### src/rtl/phase_step_pkg.sv
package phase_step_pkg;

    localparam int SEL_W = 4;

    typedef enum logic [2:0] {
        ST_IDLE,
        ST_SETUP,
        ST_STROBE,
        ST_WAIT,
        ST_FINISH
    } seq_state_t;

endpackage

### src/rtl/done_sync.sv
module done_sync #(
    parameter int STAGES = 2
) (
    input  logic clk,
    input  logic rst_n,
    input  logic async_i,
    output logic rise_o
);
    localparam int DEPTH = STAGES + 1;

    logic [DEPTH-1:0] chain;

    always_ff @(posedge clk) begin
        if (!rst_n) begin
            chain <= '0;
        end else begin
            chain <= {chain[DEPTH-2:0], async_i};
        end
    end

    // edge taken between the last synchroniser flop and one extra history flop
    assign rise_o = chain[STAGES-1] & ~chain[STAGES];
endmodule

### src/rtl/sel_check.sv
module sel_check #(
    parameter bit WIDE_SEL = 1'b0
) (
    input  logic [phase_step_pkg::SEL_W-1:0] sel_i,
    output logic                             ok_o
);
    localparam logic [phase_step_pkg::SEL_W-1:0] LAST_CODE  = 4'd11;
    localparam logic [phase_step_pkg::SEL_W-1:0] WIDE_FIRST = 4'd8;
    localparam logic [phase_step_pkg::SEL_W-1:0] WIDE_LAST  = 4'd10;

    generate
        if (WIDE_SEL) begin : g_wide
            assign ok_o = (sel_i <= LAST_CODE);
        end else begin : g_narrow
            assign ok_o = (sel_i <= LAST_CODE) &&
                          !((sel_i >= WIDE_FIRST) && (sel_i <= WIDE_LAST));
        end
    endgenerate
endmodule

### src/rtl/step_timer.sv
module step_timer #(
    parameter int W = 8
) (
    input  logic         clk,
    input  logic         rst_n,
    input  logic         clr_i,
    output logic [W-1:0] cnt_o
);
    always_ff @(posedge clk) begin
        if (!rst_n || clr_i) begin
            cnt_o <= '0;
        end else if (cnt_o != {W{1'b1}}) begin
            cnt_o <= cnt_o + 1'b1;
        end
    end
endmodule

### src/rtl/phase_step_seq.sv
module phase_step_seq
    import phase_step_pkg::*;
#(
    parameter int STEP_W      = 8,
    parameter int HOLD_CYC    = 2,
    parameter int TIMEOUT_CYC = 1024,
    parameter bit WIDE_SEL    = 1'b0
) (
    input  logic              clk,
    input  logic              rst_n,
    input  logic              start_i,
    input  logic              dir_i,
    input  logic [3:0]        sel_i,
    input  logic [STEP_W-1:0] steps_i,
    input  logic              pll_done_i,
    output logic              ps_dir_o,
    output logic [3:0]        ps_sel_o,
    output logic              ps_step_o,
    output logic              busy_o,
    output logic              done_o,
    output logic              err_timeout_o,
    output logic              err_sel_o
);
    localparam int TMR_W = $clog2(TIMEOUT_CYC + HOLD_CYC + 1);
    localparam logic [TMR_W-1:0] HOLD_LAST = TMR_W'(HOLD_CYC - 1);
    localparam logic [TMR_W-1:0] TMO_LAST  = TMR_W'(TIMEOUT_CYC - 1);
    localparam logic [STEP_W-1:0] ONE_STEP = STEP_W'(1);

    seq_state_t state, nxt;

    logic              done_rise;
    logic              sel_ok;
    logic [TMR_W-1:0]  tmr;
    logic              tmr_clr;
    logic [STEP_W-1:0] remain;
    logic              dir_q;
    logic [3:0]        sel_q;
    logic              err_to_q;
    logic              err_sel_q;
    logic              accept;
    logic              hold_end;
    logic              tmo_hit;

    done_sync #(.STAGES(2)) u_sync (
        .clk     (clk),
        .rst_n   (rst_n),
        .async_i (pll_done_i),
        .rise_o  (done_rise)
    );

    sel_check #(.WIDE_SEL(WIDE_SEL)) u_sel (
        .sel_i (sel_i),
        .ok_o  (sel_ok)
    );

    step_timer #(.W(TMR_W)) u_tmr (
        .clk   (clk),
        .rst_n (rst_n),
        .clr_i (tmr_clr),
        .cnt_o (tmr)
    );

    assign accept   = (state == ST_IDLE) && start_i;
    assign hold_end = (tmr == HOLD_LAST);
    assign tmo_hit  = (tmr == TMO_LAST);
    assign tmr_clr  = (state != nxt);

    // next-state decision
    always_comb begin
        nxt = state;
        unique case (state)
            ST_IDLE: begin
                if (start_i && sel_ok) begin
                    nxt = (steps_i == '0) ? ST_FINISH : ST_SETUP;
                end
            end
            ST_SETUP:  nxt = ST_STROBE;
            ST_STROBE: begin
                if (hold_end) nxt = ST_WAIT;
            end
            ST_WAIT: begin
                if (done_rise) begin
                    nxt = (remain == ONE_STEP) ? ST_FINISH : ST_SETUP;
                end else if (tmo_hit) begin
                    nxt = ST_IDLE;
                end
            end
            ST_FINISH: nxt = ST_IDLE;
            default:   nxt = ST_IDLE;
        endcase
    end

    // state register
    always_ff @(posedge clk) begin
        if (!rst_n) begin
            state <= ST_IDLE;
        end else begin
            state <= nxt;
        end
    end

    // request capture, step countdown and sticky flags
    always_ff @(posedge clk) begin
        if (!rst_n) begin
            remain    <= '0;
            dir_q     <= 1'b0;
            sel_q     <= '0;
            err_to_q  <= 1'b0;
            err_sel_q <= 1'b0;
        end else begin
            if (accept) begin
                err_to_q  <= 1'b0;
                err_sel_q <= !sel_ok;
                if (sel_ok) begin
                    dir_q  <= dir_i;
                    sel_q  <= sel_i;
                    remain <= steps_i;
                end
            end
            if (state == ST_WAIT) begin
                if (done_rise) begin
                    remain <= remain - 1'b1;
                end else if (tmo_hit) begin
                    err_to_q <= 1'b1;
                end
            end
        end
    end

    // outputs
    always_comb begin
        ps_step_o = 1'b0;
        busy_o    = 1'b1;
        done_o    = 1'b0;
        unique case (state)
            ST_IDLE:   busy_o    = 1'b0;
            ST_SETUP:  ps_step_o = 1'b0;
            ST_STROBE: ps_step_o = 1'b1;
            ST_WAIT:   ps_step_o = 1'b0;
            ST_FINISH: done_o    = 1'b1;
            default:   busy_o    = 1'b0;
        endcase
    end

    assign ps_dir_o      = dir_q;
    assign ps_sel_o      = sel_q;
    assign err_timeout_o = err_to_q;
    assign err_sel_o     = err_sel_q;
endmodule

### config.mk
export PLATFORM = sky130hd
export DESIGN_NAME = phase_step_seq
export DESIGN_NICKNAME = d
export VERILOG_FILES = /design/src/rtl/phase_step_pkg.sv /design/src/rtl/done_sync.sv /design/src/rtl/sel_check.sv /design/src/rtl/step_timer.sv /design/src/rtl/phase_step_seq.sv
export SDC_FILE = /design/constraint.sdc
export NUM_CORES = 1
export LEC_CHECK = 0
export BUFFER_PORTS_ARGS = -buffer_cell sky130_fd_sc_hd__buf_2
export CAP_MARGIN = 40
export CORE_ASPECT_RATIO = 1.75
export CORE_UTILIZATION = 45
export DETAILED_ROUTE_END_ITERATION = 8
export PLACE_DENSITY = 0.7
export REMOVE_ABC_BUFFERS = 1
export SYNTH_ARGS = -nofsm -noshare
export SYNTH_HDL_FRONTEND = slang
export SYNTH_SLANG_ARGS = --single-unit
### constraint.sdc
create_clock -name clk -period 2.8 [get_ports clk]
set_input_delay 0.42 -clock clk [delete_from_list [all_inputs] [get_ports clk]]
set_output_delay 0.42 -clock clk [all_outputs]
set_load 0.01 [all_outputs]
==> flow_metrics.tcl <==
set metrics [dict create \
    status "complete, no violations" \
    critPathLaunchType "flip-flop" \
    r2r_cells 5 \
    syn_to_final_growth_pct 10.5 \
    clock_latency_ns 0.28 \
    dp.cells 260 \
    synth_flop_cell "dfxtp_1" \
    post_cts_resized 0 \
    vias 1517 \
    cp_slowest_cell "or4_2" \
    vdd_drop_max_mv 0.342 \
    grt.total_usage 0.205 \
    slew_headroom 0.610 \
    synthTopCellsByCount "dfxtp_1, nand2_1, nor3_1, nand3_1, nor2_1" \
    syn_area_per_cell_um2 8.75 \
    io_pins 27 \
    grt.busiest_layer "met2" \
    skew_ns 0.00701 \
    async_flop_share 0 \
    gr-total-overflow 0 \
    antenna_found_initial 0 \
    grt_use_met1 0.203 \
    grt_pass1_vias 1503 \
    maxCapViolCount 0 \
    critPathBufInv 1 \
    setup_viol 0 \
    clkTransAtPathRegs_ns 0.06 \
    worstHoldPathCells 2 \
    post-route-min-period_ns 2.22 \
    cp-end-kind "flip-flop" \
    worst_pin_slew_ns 0.581 \
    grtUsageMet2 0.379 \
    synth-seq-cells 32 \
    die_h_um 83.9 \
    die_w_um 48.8 \
    timing.final.crit_share 0.793 \
    globalplace.congestion 0.888 \
    port_buffers 26 \
    diodes 0 \
    met3_usage 0.0455 \
    synth_largest_area_cell "dfxtp_1" \
    drv_slew 0 \
    multi_input_area_um2 955 \
    initial_core_util 0.475 \
    drt-initial-drc-count 38 \
    wire_per_inst_um 14.2 \
    wirelength_um 3810 \
    grt_pass1_wl_um 6460 \
    worst-path-max-fanout 11 \
    cts_buffer_depth 2 \
    hold_path_class "input pin to flip-flop" \
    synth_edf_count 0 \
    fin_nets 242 \
    worst-setup-path-type "flip-flop to flip-flop" \
    nFillCells 372 \
    synth_area_mm2 0.00172 \
    postSynthCellCount 197 \
    yosysTopAreaCellShare 0.372 \
    rows 29 \
    cts.hold.buffers_added 0 \
    die_area_mm2 0.00409 \
    drive_gt1_frac 0.194 \
    seq_area_um2 641 \
    synth_cell_types 54 \
    yosysWarnings 0 \
    yosysMostFrequentCell "dfxtp_1" \
    dp_hpwl_um 2910 \
    path_cells "ha_1 > inv_1 > or4_2 > o21ai_2 > nor3_1" \
    p_per_area_mw_per_mm2 511 \
    cp.arrival_ns 2.36 \
    tns_ns 0 \
    cts_made_buffers 5 \
    max_freq_ghz 0.450 \
    place_ws_ns 0.476 \
    post_cts_buffers 0 \
    post_dp_cell_area_mm2 0.00181 \
    worst_slack_ns 0.580 \
    antenna_left 0 \
    drc 0 \
    htree_levels 2 \
    worst-path-stages 5 \
    cts_root_buf "clkbuf_8" \
    drt-vias-per-instance 5.66 \
    instances_no_fill 268 \
    p_leak_nw 0.702 \
    required_ns 2.94 \
    critPathTopFamily "simple AND/OR/NAND/NOR gates" \
    grt_max_degree 14 \
    crit_path_max_incr_delay_ns 0.70 \
    power_uw 972 \
    clock-sinks 32 \
    tritoncts "yes" \
    yosys-top-cells-area "dfxtp_1, nand2_1, nor3_1" \
    fin_area_mm2 0.00190 \
    hold_viol 0 \
    core_mm2 0.00363 \
    rsz0062_at_grt "false" \
    yosysSeqAreaShare 0.372 \
    firstDrtPassIters 4 \
]
[registers in the layout (all words and copies together), names as in the netlist]
signal / cells
err_sel_o: 1
err_timeout_o: 1
remain: 8
ps_sel_o: 4
u_sync.chain: 3
u_tmr.cnt_o: 11
state: 3
ps_dir_o: 1
[logic make-up (layout without fill, tap and decap cells)]
kind of cell | after synthesis | after routing | synth area share
AND/OR/NAND/NOR | 96 | 96 | 0.320
flip-flops | 32 | 32 | 0.372
adder cells (fa/ha/maj) | 4 | 4 | 0.0290
AO/OA/AOI/OAI | 39 | 39 | 0.151
buffers and inverters | 16 | 41 | 0.0741
XOR/XNOR | 6 | 6 | 0.0305
multiplexers | 4 | 4 | 0.0240
[area by class of cell]
cell class                 instances  share of cell area
multi-input combinational        149               0.502
sequential                        32               0.337
timing repair buffer              27              0.0723
clock buffer                       8              0.0473
tap                               46              0.0302
inverter                           6              0.0118
[through the flow]
stage,util,hold slack (ns)
finish,0.524,0.350
global placement,0.500,0.422
CTS,0.524,0.344
floorplan,-,0.412
global route,0.524,0.345
detailed placement,0.500,0.425
[path summary, 6_finish.rpt]
path | startpoint | endpoint | slack (ns)
max | u_tmr.cnt_o[0]$_SDFFE_PP0P_ | u_tmr.cnt_o[8]$_SDFFE_PP0P_ | 0.58
min | pll_done_i | u_sync.chain[0]$_SDFF_PN0_ | 0.35
max reg2reg | u_tmr.cnt_o[0]$_SDFFE_PP0P_ | u_tmr.cnt_o[8]$_SDFFE_PP0P_ | 0.58
min reg2reg | u_sync.chain[0]$_SDFF_PN0_ | u_sync.chain[1]$_SDFF_PN0_ | 0.43
[metal layers]
| layer | vias up | wire length (µm) |
|---|---|---|
| li1 | 764 | - |
| met2 | 29 | 2110 |
| met5 | - | 0 |
| met4 | 0 | 105 |
| met3 | 10 | 115 |
| met1 | 714 | 1480 |
[power breakdown]
group | switching (mW) | internal (mW) | total [mW]
Sequential | 0.0203 | 0.475 | 0.496
Clock | 0.157 | 0.200 | 0.357
Combinational | 0.0670 | 0.0522 | 0.119
Total | 0.244 | 0.728 | 0.972
[cells in the final DEF (no fill, tap or decap), types with 4 or more instances in the layout]
master,n
nand3_1,12
ha_1,4
clkbuf_8,6
a31oi_1,5
inv_1,6
and2_1,5
buf_2,26
a21oi_1,10
o21ai_0,5
nor2_1,12
dfxtp_1,32
nand2_1,22
a211oi_1,4
nor3_1,13
Power figures use the tool's default switching activity.
